`config.mk`:
```
export PLATFORM = sky130hd
export DESIGN_NAME = cbn_serial_adder
export DESIGN_NICKNAME = d
export VERILOG_FILES = /design/src/rtl/cbn_pkg.sv /design/src/rtl/cbn_pair_decode.sv /design/src/rtl/cbn_bank_eval.sv /design/src/rtl/cbn_serial_adder.sv
export SDC_FILE = /design/constraint.sdc
export NUM_CORES = 1
export LEC_CHECK = 0
export ABC_CLOCK_PERIOD_IN_PS = 21300
export BUFFER_PORTS_ARGS = -buffer_cell sky130_fd_sc_hd__buf_2
export CAP_MARGIN = 20
export CORE_ASPECT_RATIO = 1.4
export CORE_MARGIN = 2
export CORE_UTILIZATION = 65
export DETAILED_ROUTE_END_ITERATION = 8
export HOLD_SLACK_MARGIN = 0.08
export PLACE_DENSITY_LB_ADDON = 0.1
export SYNTH_ARGS = -nofsm -noshare
export SYNTH_HDL_FRONTEND = slang
export SYNTH_SLANG_ARGS = --single-unit
```
`constraint.sdc`:
```
create_clock -name clk -period 21.3 [get_ports clk]
set_input_delay 2.13 -clock clk [delete_from_list [all_inputs] [get_ports clk]]
set_output_delay 2.13 -clock clk [all_outputs]
set_load 0.005 [all_outputs]
```
`src/rtl/cbn_pkg.sv`:
```
package cbn_pkg;

    localparam int CARRY_W   = 8;
    localparam int NUM_BANKS = 9;
    localparam int PAIR_W    = 2;
    localparam int GW        = 10;
    localparam int SEL_W     = $clog2(NUM_BANKS);

    typedef logic signed [GW-1:0] gint_t;
    typedef struct packed {
        gint_t re;
        gint_t im;
    } gauss_t;

    function automatic gauss_t g_add(gauss_t x, gauss_t y);
        gauss_t r;
        gint_t  xr, xi, yr, yi;
        xr = x.re; xi = x.im; yr = y.re; yi = y.im;
        r.re = xr + yr;
        r.im = xi + yi;
        return r;
    endfunction

    // Multiply by the base (-1+j).
    function automatic gauss_t g_mul_base(gauss_t x);
        gauss_t r;
        gint_t  xr, xi;
        xr = x.re; xi = x.im;
        r.re = -xr - xi;
        r.im = xr - xi;
        return r;
    endfunction

    // Lowest digit of x in base (-1+j).
    function automatic logic g_low_digit(gauss_t x);
        return x.re[0] ^ x.im[0];
    endfunction

    // Remove the lowest digit and divide by the base.
    function automatic gauss_t g_strip_div(gauss_t x);
        gauss_t r;
        gint_t  xr, xi;
        xr = x.re; xi = x.im;
        if (xr[0] ^ xi[0]) xr = xr - gint_t'(1);
        r.re = (xi - xr) >>> 1;
        r.im = (-xr - xi) >>> 1;
        return r;
    endfunction

    function automatic gauss_t pattern_value(logic [CARRY_W-1:0] p);
        gauss_t acc, w;
        acc = '0;
        w.re = gint_t'(1);
        w.im = gint_t'(0);
        for (int k = 0; k < CARRY_W; k++) begin
            if (p[k]) acc = g_add(acc, w);
            w = g_mul_base(w);
        end
        return acc;
    endfunction

    // Value of the two operand pairs summed, per bank.
    function automatic gauss_t bank_value(int idx);
        gauss_t r;
        case (idx)
            1:       begin r.re = gint_t'(1);  r.im = gint_t'(0); end
            2:       begin r.re = gint_t'(-1); r.im = gint_t'(1); end
            3:       begin r.re = gint_t'(0);  r.im = gint_t'(1); end
            4:       begin r.re = gint_t'(2);  r.im = gint_t'(0); end
            5:       begin r.re = gint_t'(1);  r.im = gint_t'(1); end
            6:       begin r.re = gint_t'(-2); r.im = gint_t'(2); end
            7:       begin r.re = gint_t'(-1); r.im = gint_t'(2); end
            8:       begin r.re = gint_t'(0);  r.im = gint_t'(2); end
            default: begin r.re = gint_t'(0);  r.im = gint_t'(0); end
        endcase
        return r;
    endfunction

    function automatic logic carry_is_legal(logic [CARRY_W-1:0] p);
        case (p)
            8'h00, 8'h01, 8'h02, 8'h03, 8'h04, 8'h06, 8'h07, 8'h0E,
            8'h1C, 8'h1D, 8'h3A, 8'h74, 8'h75, 8'hE9, 8'hEB: return 1'b1;
            default: return 1'b0;
        endcase
    endfunction

endpackage

```
`src/rtl/cbn_pair_decode.sv`:
```
module cbn_pair_decode
    import cbn_pkg::*;
(
    input  logic [PAIR_W-1:0]    a_pair,
    input  logic [PAIR_W-1:0]    b_pair,
    output logic [NUM_BANKS-1:0] bank_sel
);

    logic [SEL_W-1:0] idx;

    // Operand order does not matter: both orders land in one bank.
    always_comb begin
        case ({a_pair, b_pair})
            4'b0000:                             idx = SEL_W'(0);
            4'b0001, 4'b0100:                    idx = SEL_W'(1);
            4'b0010, 4'b1000:                    idx = SEL_W'(2);
            4'b0011, 4'b1100, 4'b0110, 4'b1001:  idx = SEL_W'(3);
            4'b0101:                             idx = SEL_W'(4);
            4'b0111, 4'b1101:                    idx = SEL_W'(5);
            4'b1010:                             idx = SEL_W'(6);
            4'b1011, 4'b1110:                    idx = SEL_W'(7);
            default:                             idx = SEL_W'(8);
        endcase
    end

    for (genvar g = 0; g < NUM_BANKS; g++) begin : g_sel
        assign bank_sel[g] = (idx == SEL_W'(g));
    end

endmodule

```
`src/rtl/cbn_bank_eval.sv`:
```
module cbn_bank_eval
    import cbn_pkg::*;
#(
    parameter int BANK = 0
) (
    input  logic [CARRY_W-1:0] carry_in,
    output logic [PAIR_W-1:0]  sum_pair,
    output logic [CARRY_W-1:0] carry_next,
    output logic               fits
);

    gauss_t t;

    always_comb begin
        t = g_add(pattern_value(carry_in), bank_value(BANK));
        for (int k = 0; k < PAIR_W; k++) begin
            sum_pair[k] = g_low_digit(t);
            t = g_strip_div(t);
        end
        for (int k = 0; k < CARRY_W; k++) begin
            carry_next[k] = g_low_digit(t);
            t = g_strip_div(t);
        end
        fits = (t == '0);
    end

endmodule

```
`src/rtl/cbn_serial_adder.sv`:
```
module cbn_serial_adder
    import cbn_pkg::*;
(
    input  logic               clk,
    input  logic               rst_n,
    input  logic               start,
    input  logic               in_valid,
    input  logic [PAIR_W-1:0]  a_pair,
    input  logic [PAIR_W-1:0]  b_pair,
    input  logic               co_en,
    output logic               sum_valid,
    output logic [PAIR_W-1:0]  sum_pair,
    output logic               done,
    output logic [CARRY_W-1:0] carry_out
);

    typedef struct packed {
        logic [CARRY_W-1:0] carry;
        logic [PAIR_W-1:0]  sum;
        logic               sum_valid;
        logic               done;
        logic [CARRY_W-1:0] cout;
    } state_t;

    state_t st_d, st_q;

    logic [CARRY_W-1:0]   carry_src;
    logic [NUM_BANKS-1:0] bank_sel;
    logic [PAIR_W-1:0]    bank_sum   [NUM_BANKS];
    logic [CARRY_W-1:0]   bank_carry [NUM_BANKS];
    logic [NUM_BANKS-1:0] bank_fit;
    logic [PAIR_W-1:0]    sel_sum;
    logic [CARRY_W-1:0]   sel_carry;
    logic                 sel_fit;

    assign carry_src = start ? '0 : st_q.carry;

    cbn_pair_decode u_decode (
        .a_pair   (a_pair),
        .b_pair   (b_pair),
        .bank_sel (bank_sel)
    );

    for (genvar g = 0; g < NUM_BANKS; g++) begin : g_bank
        cbn_bank_eval #(.BANK(g)) u_bank (
            .carry_in   (carry_src),
            .sum_pair   (bank_sum[g]),
            .carry_next (bank_carry[g]),
            .fits       (bank_fit[g])
        );
    end

    always_comb begin
        sel_sum   = '0;
        sel_carry = '0;
        sel_fit   = 1'b0;
        for (int i = 0; i < NUM_BANKS; i++) begin
            if (bank_sel[i]) begin
                sel_sum   = sel_sum | bank_sum[i];
                sel_carry = sel_carry | bank_carry[i];
                sel_fit   = sel_fit | bank_fit[i];
            end
        end
    end

    always_comb begin
        st_d           = st_q;
        st_d.sum_valid = 1'b0;
        st_d.done      = 1'b0;
        st_d.sum       = '0;
        st_d.cout      = '0;
        if (start) st_d.carry = '0;
        if (in_valid) begin
            st_d.sum_valid = 1'b1;
            st_d.sum       = sel_sum;
            st_d.carry     = co_en ? '0 : sel_carry;
            if (co_en) begin
                st_d.done = 1'b1;
                st_d.cout = sel_carry;
            end
        end
    end

    always_ff @(posedge clk or negedge rst_n) begin
        if (!rst_n) st_q <= '0;
        else        st_q <= st_d;
    end

    assign sum_valid = st_q.sum_valid;
    assign sum_pair  = st_q.sum;
    assign done      = st_q.done;
    assign carry_out = st_q.cout;

    // exactly one bank is chosen for any operand pair
    a_r3_one_bank: assert property (@(posedge clk) disable iff (!rst_n)
        in_valid |-> $countones(bank_sel) == 1);

    // an accepted pair yields a slice next cycle
    a_r4_valid_to_sum: assert property (@(posedge clk) disable iff (!rst_n)
        in_valid |=> sum_valid);

    a_r4_idle_no_sum: assert property (@(posedge clk) disable iff (!rst_n)
        !in_valid |=> !sum_valid);

    // held carry stays within the reachable set
    a_r5_carry_legal: assert property (@(posedge clk) disable iff (!rst_n)
        carry_is_legal(st_q.carry));

    a_r5_step_fits: assert property (@(posedge clk) disable iff (!rst_n)
        in_valid |-> sel_fit);

    // idle cycles keep the carry
    a_r6_idle_hold: assert property (@(posedge clk) disable iff (!rst_n)
        (!in_valid && !start) |=> $stable(st_q.carry));

    // carry lines quiet unless released
    a_r7_cout_gated: assert property (@(posedge clk) disable iff (!rst_n)
        !done |-> carry_out == '0);

    a_r7_release_done: assert property (@(posedge clk) disable iff (!rst_n)
        (in_valid && co_en) |=> (done && st_q.carry == '0));

    // start alone clears the carry
    a_r8_start_clear: assert property (@(posedge clk) disable iff (!rst_n)
        (start && !in_valid) |=> st_q.carry == '0);

endmodule

```
==> results.json, run 1 <==
{
  "outcome": "finished clean",
  "rows": 86,
  "async_reset_ff_frac": 1.00,
  "finClkSkew_ns": 0.00773,
  "slew-limit-headroom": 0.457,
  "wl_mm": 58.1,
  "insertion_delay_ns": 0.26,
  "drive_gt1_frac": 0.0197,
  "yosysUniqueCellTypes": 68,
  "die_h_um": 241,
  "fp.dieArea_sq_um": 41700,
  "fmax_mhz": 66.4,
  "period_needed_ns": 15.06,
  "antenna_found_initial": 2,
  "area_growth_syn_to_layout_pct": 3.83,
  "cts_resized": 0,
  "critPathRequiredTime_ns": 21.47,
  "yosys.area.top_type": "ha_1",
  "layout_common_cells": "779 x ha_1, 615 x inv_1, 369 x xnor2_1",
  "synth-edff-count": 0,
  "worstPathArrival_ns": 15.23,
  "seqCellArea_sq_um": 500,
  "path_max_fanout": 24,
  "ys.flop_type": "dfrtp_1",
  "die_x_um": 173,
  "synth_area_leaders": "ha_1 37%, xnor2_1 12%, fa_1 9.2%",
  "multi_input_area_sq_um": 23200,
  "final_common_cell": "ha_1",
  "clockRootBuffer": "clkbuf_16",
  "cp_common_cell": "inv_1",
  "numCtsBuffers": 3,
  "synth-seq-area-share": 0.0192,
  "hold_viol_final": 0,
  "postCtsSetupBuffers": 0,
  "maxCapViolations": 0,
  "slowest_delay_ns": 0.55,
  "io_pins": 21,
  "grt_pass1_wl_mm": 97.7,
  "synth_warnings": 0,
  "critPathKind": "in2reg",
  "vias_per_cell": 5.34,
  "syn_inst": 3193,
  "cp_top_family": "adder cells",
  "cts_max_path_buffers": 2,
  "grt.total_usage": 0.281,
  "hold_buffers": 0,
  "first_pass_iters": 5,
  "fillers": 3472,
  "clkSinkCount": 20,
  "holdCritPathClass": "reg2reg",
  "core_region_area_sq_um": 39400,
  "ys_seq_elements": 20,
  "route.detailed.drc": 0,
  "path_clk_slew_ns": 0.06,
  "drt_iter0_drc": 825,
  "min_period_over_period": 0.707,
  "start_kind": "input port",
  "place_inst": 3769,
  "grt_pass1_vias": 20876,
  "slew_viol_final": 0,
  "routabilityCongestion": 0.977,
  "synth_top_area_frac": 0.375,
  "htreeDepth": 1,
  "vias": 20140,
  "setup_viol": 0,
  "drt-wirelength-per-cell_um": 15.4,
  "initial_core_util": 0.661,
  "setup_tns_ns": 0,
  "crit_path_end_kind": "register",
  "grt_max_degree": 31,
  "slowest_stage": "fa_1",
  "port_buffers": 20,
  "tightest_slew_ns": 0.807,
  "syn_area_per_cell_sq_um": 8.15,
  "path_buf_inv": 17,
  "synth_area_sq_um": 26000,
  "gr-total-overflow": 0,
  "final_nets": 4154,
  "dpl.hpwl_mm": 52.1,
  "fin_cells": 3775,
  "cts_tree": "yes",
  "ant_nets": 0,
  "rsz0062_at_grt": "false"
}
area by class of cell:
| class | instances | area share |
|---|---|---|
| Tap cell | 528 | 0.0245 |
| Antenna cell | 1 | 0.0000926 |
| Multi-Input combinational cell | 2572 | 0.860 |
| Clock inverter | 1 | 0.00111 |
| Clock buffer | 3 | 0.00278 |
| Sequential cell | 20 | 0.0185 |
| Timing Repair Buffer | 32 | 0.00704 |
| Inverter | 618 | 0.0859 |
kinds of logic after synthesis:
kind of cell / after synthesis / share of synthesized area
adders and majority gates: 900 / 0.467
buffers and inverters: 662 / 0.0971
xor gates and xnor gates: 553 / 0.190
and+or+nand+nor: 525 / 0.0969
AOI/OAI and AO/OA: 514 / 0.122
DFF: 20 / 0.0192
muxes: 17 / 0.00755
other: 2 / 0.000289
cell usage after synthesis (all sizes together) (3+ instances only):
master,instances
and2,9
inv,618
mux2i,14
nand4,6
clkbuf,27
a22oi,3
a21o,62
buf,17
o21a,48
nand2,143
o22ai,10
xnor2,373
fa,119
nor3b,6
nor4,20
nand2b,64
a21oi,245
or4,4
xnor3,4
nand3,38
and3,8
nor3,38
a211oi,7
or3,4
o21bai,70
o21ai,37
a21boi,4
nor2,146
nor2b,18
or2,9
ha,779
a31oi,10
dfrtp,20
xor2,176
nor4b,6
worst paths after layout:
| path | endpoint | slack [ns] | cells after the start | start |
|---|---|---|---|---|
| min reg2reg | st_q[16] | 0.66 | 2 | st_q[16] |
| min | st_q[16] | 0.66 | 2 | st_q[16] |
| min in group asynchronous | carry_out[7] | 1.83 | 1 | rst_n |
| max | st_q[19] | 6.24 | 62 | start |
| max in group asynchronous | st_q[19] | 19.13 | 1 | rst_n |
| max reg2reg | st_q[19] | 7.93 | 61 | st_q[12] |
registers in the layout (all words and copies together), names as in the netlist:
| register | cells |
|---|---|
| done | 1 |
| st_q | 8 |
| sum_pair | 2 |
| sum_valid | 1 |
| carry_out | 8 |
per-stage QoR:
step,hold WS (ns),setup slack (ns),util,instance area (sq um)
floorplan,0.541,7.66,-,26200
global route,0.695,5.26,0.686,27000
finish,0.656,6.24,0.686,27000
global placement,0.630,6.29,0.683,26900
CTS,0.646,6.17,0.686,27000
detailed placement,0.635,5.93,0.683,26900
metal layers:
layer,up-vias,track usage,share of wire
met3,104,0.0277,0.035
met5,-,0,0
li1,10298,-,-
met1,9431,0.322,0.41
met4,0,0.0832,0.035
met2,307,0.547,0.51
worst register-to-register path: cells and delay by family, from the launching register on:
kind | cells | cell delay, ns
buf+inv | 16 | 2.08
compound gates | 9 | 1.44
fa+ha+maj | 17 | 6.29
xor+xnor | 9 | 1.98
simple gates | 10 | 1.18
flops | 1 | 0.32
Power of run 1 is left out: the tool's default activity adds up to more than one toggle a clock period on the data nets, which glitch-free logic cannot reach.
==> run 2, diff against run 1 <==
--- a/config.mk
+++ b/config.mk
@@ -5,12 +5,13 @@
 export SDC_FILE = /design/constraint.sdc
 export NUM_CORES = 1
 export LEC_CHECK = 0
-export ABC_CLOCK_PERIOD_IN_PS = 21300
+export ABC_AREA = 1
+export ABC_CLOCK_PERIOD_IN_PS = 13300
 export BUFFER_PORTS_ARGS = -buffer_cell sky130_fd_sc_hd__buf_2
 export CAP_MARGIN = 20
 export CORE_ASPECT_RATIO = 1.4
 export CORE_MARGIN = 2
-export CORE_UTILIZATION = 65
+export CORE_UTILIZATION = 62
 export DETAILED_ROUTE_END_ITERATION = 8
 export HOLD_SLACK_MARGIN = 0.08
 export PLACE_DENSITY_LB_ADDON = 0.1
==> constraint.sdc (replaced) <==
create_clock -name clk -period 13.3 [get_ports clk]
set_input_delay 1.33 -clock clk [delete_from_list [all_inputs] [get_ports clk]]
set_output_delay 1.33 -clock clk [all_outputs]
set_load 0.005 [all_outputs]
==> results.json, run 2 <==
{
  "outcome": "finished clean",
  "vias_per_cell": 5.21,
  "route.detailed.drc": 0,
  "cp_common_cell": "ha_1",
  "worstPathArrival_ns": 12.99,
  "crit_path_end_kind": "register",
  "synth_warnings": 0,
  "yosys.area.top_type": "ha_1",
  "die_x_um": 178,
  "initial_core_util": 0.627,
  "die_h_um": 248,
  "slowest_stage": "fa_2",
  "layout_common_cells": "755 x inv_1, 736 x ha_1, 326 x buf_4",
  "holdCritPathClass": "reg2reg",
  "syn_area_per_cell_sq_um": 7.56,
  "synth_area_leaders": "ha_1 37%, inv_1 11%, xor2_1 10%",
  "ant_nets": 0,
  "start_kind": "input port",
  "slew_viol_final": 0,
  "maxCapViolations": 0,
  "grt_max_degree": 33,
  "period_needed_ns": 12.86,
  "syn_inst": 3488,
  "synth-edff-count": 0,
  "insertedDiodeCount": 0,
  "grt.total_usage": 0.281,
  "grt_pass1_vias": 23323,
  "fmax_mhz": 77.7,
  "numCtsBuffers": 3,
  "final_nets": 4785,
  "dpl.hpwl_mm": 55.5,
  "synth_area_sq_um": 26400,
  "slowest_delay_ns": 0.55,
  "async_reset_ff_frac": 1.00,
  "grt_pass1_wl_mm": 103,
  "drt_iter0_drc": 818,
  "fillers": 3199,
  "insertion_delay_ns": 0.25,
  "vias": 23028,
  "yosysMostFrequentCell": "ha_1",
  "setup_tns_ns": 0,
  "clkSinkCount": 20,
  "ys.flop_type": "dfrtp_1",
  "critPathKind": "in2reg",
  "synth-seq-area-share": 0.0190,
  "fin_hold_ws_ns": 0.633,
  "fp.dieArea_sq_um": 44200,
  "routabilityCongestion": 0.930,
  "gr-total-overflow": 0,
  "slew-limit-headroom": 0.415,
  "area_growth_syn_to_layout_pct": 20.5,
  "antenna_found_initial": 1,
  "ys_seq_elements": 20,
  "htreeDepth": 1,
  "core_region_area_sq_um": 42100,
  "yosysUniqueCellTypes": 50,
  "setup_viol": 0,
  "finClkSkew_ns": 0.00321,
  "path_max_fanout": 8,
  "drt-wirelength-per-cell_um": 14.8,
  "drive_gt1_frac": 0.193,
  "synth_top_area_frac": 0.370,
  "first_pass_iters": 7,
  "critPathRequiredTime_ns": 13.43,
  "min_period_over_period": 0.967,
  "setup_ws_ns": 0.435,
  "post-place-ws_ns": -0.443,
  "path_clk_slew_ns": 0.05,
  "wl_mm": 65.5,
  "clockRootBuffer": "clkbuf_16",
  "port_buffers": 20,
  "synth_commonest_cells": "779 x ha_1, 772 x inv_1, 325 x nand2_1",
  "final_common_cell": "inv_1",
  "io_pins": 21,
  "rows": 89,
  "cts_max_path_buffers": 2,
  "cts_tree": "yes",
  "hold_viol_final": 0,
  "tightest_slew_ns": 0.875,
  "fin_util": 0.755
}
## run 2: cell types whose count changed after synthesis, sizes merged, moves of 79 or more
cell / change
inv: +164
nand2: +194
nand3: +79
o21ai: +94
xnor2: -176
xor2: +134
## run 2: repair_timing
item | CTS | global route
setup buffers | 0 | 40
gates resized for setup | 36 | 343
endpoints found under the setup margin | 3 | 4
pin swaps | 5 | 85
hold buffers | 0 | 0
## run 2: worst paths after layout
kind / startpoint / end / slack, ns / cells past startpoint
worst max-delay path: start / st_q[19] / 0.44 / 60
worst min-delay path: st_q[17] / st_q[17] / 0.63 / 2
worst max register to register: st_q[13] / st_q[19] / 1.33 / 59
worst min register to register: st_q[17] / st_q[17] / 0.63 / 2
max in group asynchronous: rst_n / carry_out[3] / 11.97 / 1
min in group asynchronous: rst_n / sum_pair[1] / 1.02 / 1
## run 2: kinds of logic after synthesis
family          synth area share
other cells             0.000285
mux                     0.000427
buf+inv                    0.116
fa+ha+maj                  0.460
flops                     0.0190
xor+xnor                   0.170
simple gates               0.144
compound gates            0.0905
## run 2: area by class of cell
class,instances,area (sq um),area share
sequential,20,500,0.0157
multi-input combinational,2724,25000,0.787
clock buffer,4,88.8,0.00279
inverter,783,2940,0.0926
timing repair buffer,346,2550,0.0801
tap,546,683,0.0215
## run 2: per-stage QoR
stage | instances | instance area, sq um
6_report | 4423 | 31800
2_1_floorplan | 3549 | 26600
3_5_place_dp | 4379 | 29400
5_1_grt | 4423 | 31800
3_3_place_gp | 4379 | 29400
4_1_cts | 4383 | 29700
## run 2: per-layer routing
metal | vias up | share of wire | wire length (um) | global-route usage
met5 | - | 0 | 0 | 0
li1 | 11604 | - | - | -
met3 | 140 | 0.018 | 1180 | 0.00672
met2 | 282 | 0.57 | 37600 | 0.596
met1 | 11002 | 0.37 | 24200 | 0.287
met4 | 0 | 0.038 | 2480 | 0.0904
## run 2: critical path, delay by kind of cell
family,cells,cell delay (ns)
xor gates and xnor gates,8,1.55
adders and majority gates,16,5.55
buffers and inverters,17,1.64
AOI/OAI and AO/OA,9,0.91
and+or+nand+nor,10,2.04
Power of run 2 is left out for the same reason.
